[config.mk]
export PLATFORM = sky130hd
export DESIGN_NAME = scl_timing_gen
export DESIGN_NICKNAME = d
export VERILOG_FILES = /design/src/rtl/scl_gen_pkg.sv /design/src/rtl/scl_prescaler.sv /design/src/rtl/scl_phase_counter.sv /design/src/rtl/scl_timing_gen.sv
export SDC_FILE = /design/constraint.sdc
export NUM_CORES = 1
export LEC_CHECK = 0
export ABC_AREA = 1
export CAP_MARGIN = 10
export CORE_ASPECT_RATIO = 0.5
export CORE_MARGIN = 2
export CORE_UTILIZATION = 35
export DETAILED_ROUTE_END_ITERATION = 6
export SLEW_MARGIN = 20
export SYNTH_ARGS = -nofsm -noshare
export SYNTH_HDL_FRONTEND = slang
export SYNTH_SLANG_ARGS = --single-unit
[constraint.sdc]
create_clock -name clk -period 2.3 [get_ports clk]
set_input_delay 0.46 -clock clk [delete_from_list [all_inputs] [get_ports clk]]
set_output_delay 0.46 -clock clk [all_outputs]
set_load 0.02 [all_outputs]
[src/rtl/scl_gen_pkg.sv]
package scl_gen_pkg;

    typedef enum logic [1:0] {
        ST_IDLE      = 2'd0,
        ST_LOW       = 2'd1,
        ST_WAIT_HIGH = 2'd2,
        ST_HIGH      = 2'd3
    } scl_state_t;

    // Ticks added by hardware on top of each programmed phase value
    localparam int PHASE_OFFSET = 7;

endpackage

[src/rtl/scl_prescaler.sv]
module scl_prescaler #(
    parameter int PSC_W = 8
) (
    input  logic             clk,
    input  logic             rst_n,
    input  logic             run,
    input  logic             restart,
    input  logic [PSC_W-1:0] divisor,
    output logic             tick
);
    logic [PSC_W-1:0] div_cnt;

    assign tick = run && (div_cnt == divisor);

    always_ff @(posedge clk or negedge rst_n) begin
        if (!rst_n)
            div_cnt <= '0;
        else if (!run || restart || tick)
            div_cnt <= '0;
        else
            div_cnt <= div_cnt + 1'b1;
    end
endmodule

[src/rtl/scl_phase_counter.sv]
module scl_phase_counter #(
    parameter int LEN_W = 9
) (
    input  logic             clk,
    input  logic             rst_n,
    input  logic             clear,
    input  logic             tick,
    input  logic [LEN_W-1:0] phase_len,
    output logic             last,
    output logic             mid
);
    logic [LEN_W-1:0] tick_cnt;

    assign last = tick && (tick_cnt == phase_len - 1'b1);
    assign mid  = tick && (tick_cnt == (phase_len >> 1));

    always_ff @(posedge clk or negedge rst_n) begin
        if (!rst_n)
            tick_cnt <= '0;
        else if (clear)
            tick_cnt <= '0;
        else if (tick)
            tick_cnt <= tick_cnt + 1'b1;
    end
endmodule

[src/rtl/scl_timing_gen.sv]
module scl_timing_gen
    import scl_gen_pkg::*;
#(
    parameter int PSC_W = 8,
    parameter int PH_W  = 8
) (
    input  logic             clk,
    input  logic             rst_n,
    input  logic             enable,
    input  logic [PSC_W-1:0] psc_val,
    input  logic [PH_W-1:0]  low_cnt,
    input  logic [PH_W-1:0]  high_cnt,
    input  logic             scl_in,
    output logic             scl_drive_low,
    output logic             launch_stb,
    output logic             sample_stb
);
    localparam int LEN_W = PH_W + 1;
    localparam logic [LEN_W-1:0] OFFS = LEN_W'(PHASE_OFFSET);

    scl_state_t       state_q, state_d;
    logic             pre_tick, ph_tick, ph_last, ph_mid, ph_start, counting;
    logic [LEN_W-1:0] low_len, high_len, cur_len;

    assign low_len  = {1'b0, low_cnt} + OFFS;
    assign high_len = {1'b0, high_cnt} + OFFS;
    assign cur_len  = (state_q == ST_HIGH) ? high_len : low_len;
    assign counting = enable && (state_q == ST_LOW || state_q == ST_HIGH);
    // High count freezes while the line is held low by another device
    assign ph_tick  = pre_tick && (state_q != ST_HIGH || scl_in);
    assign ph_start = (state_d != state_q) && (state_d == ST_LOW || state_d == ST_HIGH);

    scl_prescaler #(.PSC_W(PSC_W)) u_presc (
        .clk     (clk),
        .rst_n   (rst_n),
        .run     (counting),
        .restart (ph_start),
        .divisor (psc_val),
        .tick    (pre_tick)
    );

    scl_phase_counter #(.LEN_W(LEN_W)) u_phase (
        .clk       (clk),
        .rst_n     (rst_n),
        .clear     (ph_start || !counting),
        .tick      (ph_tick),
        .phase_len (cur_len),
        .last      (ph_last),
        .mid       (ph_mid)
    );

    // Next-state logic
    always_comb begin
        state_d = state_q;
        unique case (state_q)
            ST_IDLE:      if (enable)  state_d = ST_LOW;
            ST_LOW:       if (ph_last) state_d = ST_WAIT_HIGH;
            ST_WAIT_HIGH: if (scl_in)  state_d = ST_HIGH;
            ST_HIGH:      if (ph_last) state_d = ST_LOW;
            default:                   state_d = ST_IDLE;
        endcase
        if (!enable)
            state_d = ST_IDLE;
    end

    // State register
    always_ff @(posedge clk or negedge rst_n) begin
        if (!rst_n)
            state_q <= ST_IDLE;
        else
            state_q <= state_d;
    end

    // Outputs
    always_comb begin
        scl_drive_low = (state_q == ST_LOW);
        launch_stb    = (state_q == ST_LOW)  && ph_mid;
        sample_stb    = (state_q == ST_HIGH) && ph_mid;
    end
endmodule

==> results.toml, run 1 <==
[sta]
fmax_mhz = 346
min_period_ns = 2.89
worst_pin_slew_ns = 0.410
slew_viol_final = 0
finalClockSkew_ns = 0.00275
rsz0062_at_grt = "true"
finalWorstSetupSlack_ns = -0.593
setup_viol = 21
period_share = 1.26
slew_headroom = 0.725
hold_viol = 0
whs_ns = 0.537

[clock_network]
cts_max_level = 1
clk_latency_ns = 0.25
clk_path_buf_depth = 2
cts_tree = "built"
ctsHoldBuffers = 0
clk_pin_slew_worst_paths_ns = 0.06
numCtsBuffers = 3
clock-sinks = 19
clock-root-buffer = "clkbuf_16"

[worst_setup_path]
cp.arrival_ns = 2.43
crit_path_start_kind = "flop"
critPathCaptureType = "output port"
required_ns = 1.84
crit_fanout = 7
crit_type = "flop to output port"

[pwr]
power_density_nw_per_um2 = 304
p_int_uw = 714
pwr-share-seq = 0.348
p_sw_frac = 0.271
peakVddDrop_mv = 0.213
power_uw = 978
p_clk_frac = 0.367
p_sw_uw = 265
comb_power_share = 0.285
power.leakage_uw = 0.00161

[yosys]
syn-cell-area_um2 = 1990
seq_area_frac_synth = 0.239
synthCells = 306
ys.flop_type = "dfrtp_1"
async_flop_share = 1.00
ys_ff_latch = 19
ys_types = 35
ys_top_cells_by_count = "nand2_1 (76), inv_1 (46), nand3_1 (29), nor2_1 (29), dfrtp_1 (19)"
synth_edf_count = 0
ys.warnings.count = 0
yosysTopAreaCell = "dfrtp_1"
synth.most_common_cell = "nand2_1"
synthTopCellsByArea = "dfrtp_1 (24%), nand2_1 (14%), inv_1 (8.7%)"
netlist.area_leader.share = 0.239
synth.net_count = 336
avgSynthCellArea_um2 = 6.49

[layout]
antenna_cells = 0
drive_gt1_frac = 0.370
fin_nets = 442
layout.area.seq_um2 = 478
multi_input_area_um2 = 1430
area_growth_pct = 61.8
n_fill_cell = 496

[floorplan]
chipWidth_um = 111
core-area_um2 = 5470
num_rows = 19
die_h_um = 57.3
dieArea_um2 = 6330
io_pins = 31
start_util = 0.363

[route]
drtAntennaViolNets = 0
routed.top_layer = "met4"
wl_per_cell_um = 11.9
met2WireLength_mm = 2.64
drcViolationCount = 0
met3_length_um = 349
drtIter0Drc = 143
vias_per_cell = 4.85
wl_mm = 5.74
wl_met1_mm = 2.65
vias = 2349
drt_first_pass_iters = 5

[grt]
grt_pass1_vias = 2260
grt_use_total = 0.189
grt_first_pass_wirelength_mm = 9.91
grt_max_degree = 20
grt-ovfl-total = 0
antenna_found_initial = 0

[min_path]
min-delay-path-class = "flop to flop"

[placed_design]
io_buffers = 30
gp_congestion = 0.875
dp_hpwl_mm = 4.17

[outcome]
violations = "setup timing"
status = "finished with violations"

[flow_run]
maxCapViolCount = 0
[cell type report]
cell class,instances,area share
Multi-Input combinational cell,229,0.445
Timing Repair Buffer,109,0.292
Sequential cell,19,0.149
Inverter,50,0.0615
Tap cell,73,0.0284
Clock buffer,4,0.0245
[registers in the layout, summed over array words and instances, names as in the netlist]
name and flops:
u_phase.tick_cnt 9, state_q 2, u_presc.div_cnt 8
[cells in the final DEF, fill, tap and decap left out, types with 2 or more instances in the layout]
cell type and count:
a21oi_2 3, buf_6 12, clkdlybuf4s50_1 17, xor2_1 15, nor2_1 26, ha_1 2
inv_1 42, a21oi_1 6, nor2_4 3, nand2_2 24, nand2_4 7, dlygate4sd2_1 9
o21ai_2 2, dfrtp_1 17, inv_4 2, buf_4 68, xnor2_1 3, o21ai_4 2
dfrtp_2 2, nor2_2 2, dlymetal6s2s_1 2, nand2_1 62, nor3_1 4, nand3_2 6
nand3_1 24, o21ai_0 5, nand3_4 4, inv_2 4, clkbuf_16 3, nand4_1 17
o21ai_1 2
[repair_timing]
action / in CTS / in global routing
buffers inserted: 23 / 1
gates resized for setup: 58 / 19
cloned: 2 / 0
endpoints found under the hold margin: 0 / 0
pin swaps: 19 / 6
setup endpoints to repair: 21 / 21
[metal layers]
metal,GRT usage,vias to the layer above
met5,0,-
met4,0.0571,0
met3,0.0361,10
li1,-,1193
met2,0.323,74
met1,0.248,1072
[cells by family (layout without fill, tap and decap cells)]
logic type	count (synthesis)	count (layout)	synth area share
flops	19	19	0.239
xor+xnor	18	18	0.0793
buf+inv	59	163	0.131
fa+ha+maj	2	2	0.0126
compound gates	25	25	0.0825
simple gates	183	184	0.455
[power groups by stage]
stage | sequential, uW | clock (uW) | combinational, uW
finish | 341 | 359 | 278
global route | 341 | 384 | 304
CTS | 340 | 369 | 264
detailed placement | 344 | 0 | 232
global placement | 344 | 0 | 228
floorplan | 344 | 0 | 118
[critical path, cell delays in order, from the launching register on]
cell and delay (ns):
dfrtp_2 0.48, buf_6 0.17, nand3_1 0.09, nand2_2 0.08, xor2_1 0.16, inv_1 0.07, o21ai_0 0.08, a21oi_1 0.20
o2111ai_2 0.12, a31oi_1 0.15, nand4_1 0.15, buf_4 0.18, nor3_4 0.11, buf_6 0.14
[path summary, 6_finish.rpt]
path	from	endpoint	slack (ns)	depth (start not counted)
worst max-delay path	state_q[1]$_DFF_PN0_	launch_stb	-0.59	13
worst min-delay path	u_presc.div_cnt[0]$_DFF_PN0_	u_presc.div_cnt[0]$_DFF_PN0_	0.54	2
worst max register to register	state_q[0]$_DFF_PN0_	u_phase.tick_cnt[5]$_DFFE_PN0P_	-0.39	18
worst min register to register	u_presc.div_cnt[0]$_DFF_PN0_	u_presc.div_cnt[0]$_DFF_PN0_	0.54	2
max in group asynchronous	rst_n	state_q[0]$_DFF_PN0_	1.52	2
min in group asynchronous	rst_n	u_presc.div_cnt[3]$_DFF_PN0_	0.55	2
[per-stage QoR]
stage / std cells / utilization / cell area, um^2 / setup slack [ns] / TNS [ns]
after floorplan: 306 / - / 2020 / -0.238 / -0.424
after global placement: 454 / 0.505 / 2760 / -1.11 / -13.15
after detailed placement: 454 / 0.505 / 2760 / -1.15 / -14.19
after CTS: 483 / 0.576 / 3150 / -0.521 / -6.80
after global routing: 484 / 0.588 / 3220 / -0.720 / -10.60
final: 484 / 0.588 / 3220 / -0.593 / -7.10
Note: power is estimated with default switching activity, not from simulation.
==> run 2, diff against run 1 <==
--- a/config.mk
+++ b/config.mk
@@ -9,8 +9,9 @@
 export CAP_MARGIN = 10
 export CORE_ASPECT_RATIO = 0.5
 export CORE_MARGIN = 2
-export CORE_UTILIZATION = 35
+export CORE_UTILIZATION = 49
 export DETAILED_ROUTE_END_ITERATION = 6
+export PLACE_DENSITY = 0.77
 export SLEW_MARGIN = 20
 export SYNTH_ARGS = -nofsm -noshare
 export SYNTH_HDL_FRONTEND = slang
==> run 2 against run 1 <==
  * The run still ends with setup timing left
  * First-iteration DRC count up 29%
  * Highest routed layer unchanged
  * Global-route usage up 8.8 points
  * Critical path depth down 1
  * Routed wire length up 15%
  * Fmax down 1.3%
==> results.toml, run 2 (synthesized netlist as in run 1, its figures left out) <==
[outcome]
violations = "setup timing"
status = "finished with violations"

[grt]
grt-ovfl-total = 0
grt_use_total = 0.277
grt_max_degree = 20
grt_pass1_vias = 2333
antenna_found_initial = 0
grt_first_pass_wirelength_mm = 10.2

[route]
wl_per_cell_um = 14.8
drcViolationCount = 0
wl_mm = 6.63
drtIter0Drc = 185
vias_per_cell = 5.65
drt_first_pass_iters = 7
drtAntennaViolNets = 0
vias = 2530

[placed_design]
gp_congestion = 0.936
io_buffers = 30
dp_hpwl_mm = 4.16
postPlaceCellArea_um2 = 2700

[layout]
final_area_um2 = 3060
fin_nets = 425
largest-register = "u_phase.tick_cnt"
antenna_cells = 0
reg_top3 = "u_phase.tick_cnt x9, u_presc.div_cnt x8, state_q x2"
largest_reg_flops = 9
final_core_util = 0.783
drive_gt1_frac = 0.343
n_fill_cell = 276
area_growth_pct = 53.9
final_cell_mix = "nand2_1 (62), buf_4 (53), inv_1 (43), nand3_1 (25), nor2_1 (24)"
final_common_cell = "nand2_1"

[worst_setup_path]
critPathCaptureType = "output port"
cp.arrival_ns = 2.47
regToRegSetupSlack_ns = -0.50
cpPeakStageDelay_ns = 0.44
slowest_stage = "dfrtp_2"
required_ns = 1.84
rr_endpoint = "u_presc.div_cnt[4]$_DFF_PN0_"
crit_fanout = 9
crit_type = "flop to output port"
crit_chain = "buf_4, nand3_1, nand2_4, nand3_4, buf_6, nand2_8, nand2_4, nor2_4, a2111oi_4, nand4_1, nor3_4, buf_6"
worstReg2RegStart = "state_q[1]$_DFF_PN0_"
crit_path_start_kind = "flop"
crit_buf_inv = 3
path_delay_family = "simple AND/OR/NAND/NOR gates"
r2r_cells = 18

[floorplan]
start_util = 0.509
die_h_um = 49.0
io_pins = 31
chipWidth_um = 94.1
core-area_um2 = 3900
num_rows = 16
dieArea_um2 = 4610

[sta]
slew_headroom = 0.659
rsz0062_at_grt = "true"
min_period_ns = 2.93
finalWorstSetupSlack_ns = -0.630
finalClockSkew_ns = 0.00652
slew_viol_final = 0
period_share = 1.27
setup_viol = 21
hold_viol = 0
fmax_mhz = 341
worst_pin_slew_ns = 0.510

[clock_network]
numCtsBuffers = 3
clk_pin_slew_worst_paths_ns = 0.08
clk_path_buf_depth = 2
clock-sinks = 19
cts_max_level = 1
clk_latency_ns = 0.26
cts_tree = "built"
clock-root-buffer = "clkbuf_8"

[pwr]
power_density_nw_per_um2 = 277
power.leakage_uw = 0.00152
peakVddDrop_mv = 0.408

[flow_run]
maxCapViolCount = 0

[min_path]
min-delay-path-class = "input pin to async pin"
run 2: worst max-delay path by stage:
stage | start | to | slack [ns] | depth (start not counted)
2_1_floorplan | state_q[0]$_DFF_PN0_ | launch_stb | -0.24 | 12
3_3_place_gp | high_cnt[2] | launch_stb | -1.08 | 10
3_5_place_dp | high_cnt[2] | launch_stb | -1.17 | 10
4_1_cts | state_q[1]$_DFF_PN0_ | launch_stb | -0.53 | 12
5_1_grt | state_q[1]$_DFF_PN0_ | launch_stb | -0.72 | 13
6_report | state_q[0]$_DFF_PN0_ | launch_stb | -0.63 | 12
run 2: repair_timing:
item | 4_1_cts | 5_1_grt
cloned | 2 | 0
buffers inserted | 11 | 1
pin swaps | 31 | 12
resized for setup | 58 | 22
endpoints found under the setup margin | 21 | 21
hold buffers | 0 | 0
run 2: routing by layer:
metal | global-route usage | part of all wire | vias up
met5 | 0 | 0 | -
met4 | 0.0942 | 0.044 | 0
met3 | 0.0433 | 0.088 | 40
met2 | 0.496 | 0.47 | 179
met1 | 0.341 | 0.40 | 1149
li1 | - | - | 1162
run 2: layout make-up:
type | count | area (um^2) | share of cell area
Clock buffer | 4 | 45.0 | 0.0147
Inverter | 50 | 193 | 0.0630
Multi-Input combinational cell | 230 | 1480 | 0.485
Sequential cell | 19 | 477 | 0.156
Tap cell | 54 | 67.6 | 0.0221
Timing Repair Buffer | 91 | 792 | 0.259
run 2: worst register-to-register path, delay by kind of cell (launching register included):
family,cells,cell delay (ns)
AO/OA/AOI/OAI,2,0.47
flip-flops,1,0.42
buffers and inverters,3,0.35
AND/OR/NAND/NOR,13,1.46
run 2: metrics by stage:
stage | cells | hold slack, ns | setup slack [ns] | setup TNS [ns] | power (uW)
3_3_place_gp | 430 | 0.520 | -1.08 | -12.57 | 563
4_1_cts | 447 | 0.536 | -0.530 | -6.02 | 824
3_5_place_dp | 430 | 0.540 | -1.17 | -14.48 | 569
6_report | 448 | 0.526 | -0.630 | -9.67 | 846
5_1_grt | 448 | 0.549 | -0.724 | -11.77 | 886
2_1_floorplan | 306 | 0.164 | -0.238 | -0.424 | 462
run 2: where the power goes:
group / internal (uW) / switching [uW]
Sequential: 336 / 2.00
Clock: 123 / 114
Combinational: 123 / 148
Total: 582 / 264
==> run 3, diff against run 2 <==
--- a/config.mk
+++ b/config.mk
@@ -7,12 +7,13 @@
 export LEC_CHECK = 0
 export ABC_AREA = 1
 export CAP_MARGIN = 10
+export CELL_PAD_IN_SITES_DETAIL_PLACEMENT = 1
+export CELL_PAD_IN_SITES_GLOBAL_PLACEMENT = 1
 export CORE_ASPECT_RATIO = 0.5
 export CORE_MARGIN = 2
-export CORE_UTILIZATION = 49
+export CORE_UTILIZATION = 34
 export DETAILED_ROUTE_END_ITERATION = 6
-export PLACE_DENSITY = 0.77
-export SLEW_MARGIN = 20
+export PLACE_DENSITY_LB_ADDON = 0.1
 export SYNTH_ARGS = -nofsm -noshare
 export SYNTH_HDL_FRONTEND = slang
 export SYNTH_SLANG_ARGS = --single-unit
==> run 3 against run 2 <==
  * The run still ends with setup timing left
  * Cell count increased by 8.9%
  * Final area increased by 13%
  * Critical path depth increased by 2
  * Global-route usage decreased by 3.2 points
  * Power increased by 24%
  * Clock-buffer cell count unchanged
  * Critical path type unchanged
  * Highest routed layer unchanged
==> results.toml, run 3 (synthesized netlist as in run 1, its figures left out) <==
[layout]
area_growth_pct = 74.1
drive_gt1_frac = 0.429
reg_top3 = "u_phase.tick_cnt x9, u_presc.div_cnt x8, state_q x2"
largest-register = "u_phase.tick_cnt"
multi_input_area_um2 = 1600
antenna_cells = 0
final_cell_mix = "buf_4 (67), nand2_1 (58), inv_1 (42), nand2_2 (21), nand3_1 (21)"
layout.area.seq_um2 = 478
final_core_util = 0.622
fin_nets = 446
n_fill_cell = 685
final_common_cell = "buf_4"
largest_reg_flops = 9

[sta]
slew_viol_final = 0
setup_viol = 21
fmax_mhz = 325
worst_pin_slew_ns = 0.473
whs_ns = 0.546
finalClockSkew_ns = 0.00147
hold_viol = 0
slew_headroom = 0.682
finalWorstSetupSlack_ns = -0.777
period_share = 1.34
rsz0062_at_grt = "true"
min_period_ns = 3.08

[grt]
antenna_found_initial = 0
grt-ovfl-total = 0
grt_max_degree = 20
grt_use_total = 0.245
grt_first_pass_wirelength_mm = 12.8
grt_pass1_vias = 2697

[worst_setup_path]
critPathCaptureType = "output port"
regToRegSetupSlack_ns = -0.73
crit_type = "flop to output port"
rr_endpoint = "u_phase.tick_cnt[7]$_DFFE_PN0P_"
required_ns = 1.84
crit_fanout = 6
crit_buf_inv = 5
r2r_cells = 21
crit_chain = "nand2_4, buf_6, nand2_2, nand2_2, buf_4, inv_1, nand2_4, nand2_1, nor2_1, a2111oi_4, nand4_1, buf_4, nor3_4, buf_6"
cp.depth = 14
path_delay_family = "simple AND/OR/NAND/NOR gates"
cp.arrival_ns = 2.62
worstReg2RegStart = "state_q[0]$_DFF_PN0_"
slowest_stage = "dfrtp_2"
cpPeakStageDelay_ns = 0.48
crit_path_start_kind = "flop"
startpoint = "state_q[0]$_DFF_PN0_"
crit_end = "launch_stb"

[floorplan]
num_rows = 19
io_pins = 31
chipWidth_um = 112
core-area_um2 = 5560
die_h_um = 58.1
start_util = 0.357
dieArea_um2 = 6510

[route]
vias_per_cell = 5.34
drcViolationCount = 0
wl_mm = 9.25
drtIter0Drc = 196
wl_per_cell_um = 19.0
drtAntennaViolNets = 0
vias = 2607
drt_first_pass_iters = 4

[placed_design]
place_ws_ns = -1.21
dp_hpwl_mm = 5.32
io_buffers = 30
gp_congestion = 0.877

[clock_network]
cts_max_level = 1
cts_tree = "built"
clk_path_buf_depth = 2
clk_pin_slew_worst_paths_ns = 0.06
numCtsBuffers = 3
clk_latency_ns = 0.25
clock-root-buffer = "clkbuf_16"
clock-sinks = 19

[pwr]
power_density_nw_per_um2 = 302
power.leakage_uw = 0.00167
power_uw = 1050
peakVddDrop_mv = 0.362

[flow_run]
maxCapViolCount = 0

[min_path]
min-delay-path-class = "input pin to async pin"

[outcome]
status = "finished with violations"
violations = "setup timing"
==> run 3: changes by cell type in the layout (fill, tap and decap cells not counted), moves of 3 or more <==
cell	before	now
nor2_1	24	17
nand2_1	62	58
buf_6	8	13
clkbuf_8	3	0
nor2_4	3	7
nand3_4	3	6
nor2_2	4	7
nand2_2	18	21
buf_4	53	67
clkbuf_16	0	3
nand3_1	25	21
==> run 3: power by group <==
group / switching, uW / total (uW) / internal, uW
Clock: 136 / 372 / 236
Combinational: 178 / 332 / 155
Sequential: 3.68 / 340 / 337
==> run 3: routing by layer <==
layer  GRT usage  share of wire  up-vias
li1            -              -     1198
met1       0.292           0.40     1256
met2       0.466           0.49      111
met3      0.0324          0.057       42
met4      0.0836          0.048        0
met5           0              0        -
==> run 3: worst min-delay path by stage <==
stage	depth (start not counted)	endpoint
floorplan	0	state_q[0]$_DFF_PN0_
global placement	2	u_presc.div_cnt[0]$_DFF_PN0_
detailed placement	2	u_presc.div_cnt[0]$_DFF_PN0_
CTS	2	u_presc.div_cnt[4]$_DFF_PN0_
global route	2	u_presc.div_cnt[6]$_DFF_PN0_
finish	2	u_presc.div_cnt[4]$_DFF_PN0_
==> run 3: through the flow <==
step	std cells	TNS, ns	instance area [um^2]
floorplan	306	-0.424	2020
global placement	456	-15.20	2780
detailed placement	456	-16.75	2780
CTS	477	-7.50	3170
global route	488	-14.85	3460
finish	488	-12.41	3460
==> run 3: area by class of cell <==
cell class	count	share of cell area
clock buffers	4	0.0228
inverters	50	0.0564
multi-input cells	229	0.463
flip-flops and latches	19	0.138
well taps	73	0.0264
repair buffers	113	0.293
==> run 3: worst reg2reg max path, cell delays in order (launching register included) <==
cell and delay, ns:
dfrtp_2 0.48, nand2_4 0.16, buf_6 0.14, nand2_2 0.05
nand2_2 0.10, nand2_4 0.08, nor2_4 0.16, nand2_2 0.09
nand2_1 0.09, nand2_2 0.08, buf_4 0.15, inv_1 0.06
nand2_1 0.10, nand2_1 0.10, nand3_1 0.10, nand2_1 0.13
nand3_4 0.13, a21oi_4 0.21, nand2_4 0.13, buf_12 0.16
nand4_1 0.11, nand2_1 0.10
==> run 3: timing repair <==
| action | CTS | global route |
|---|---|---|
| setup buffers | 14 | 13 |
| pin swaps | 24 | 37 |
| gates resized for setup | 76 | 50 |
| cloned | 3 | 0 |
| endpoints found under the setup margin | 21 | 21 |
| hold buffers | 0 | 0 |
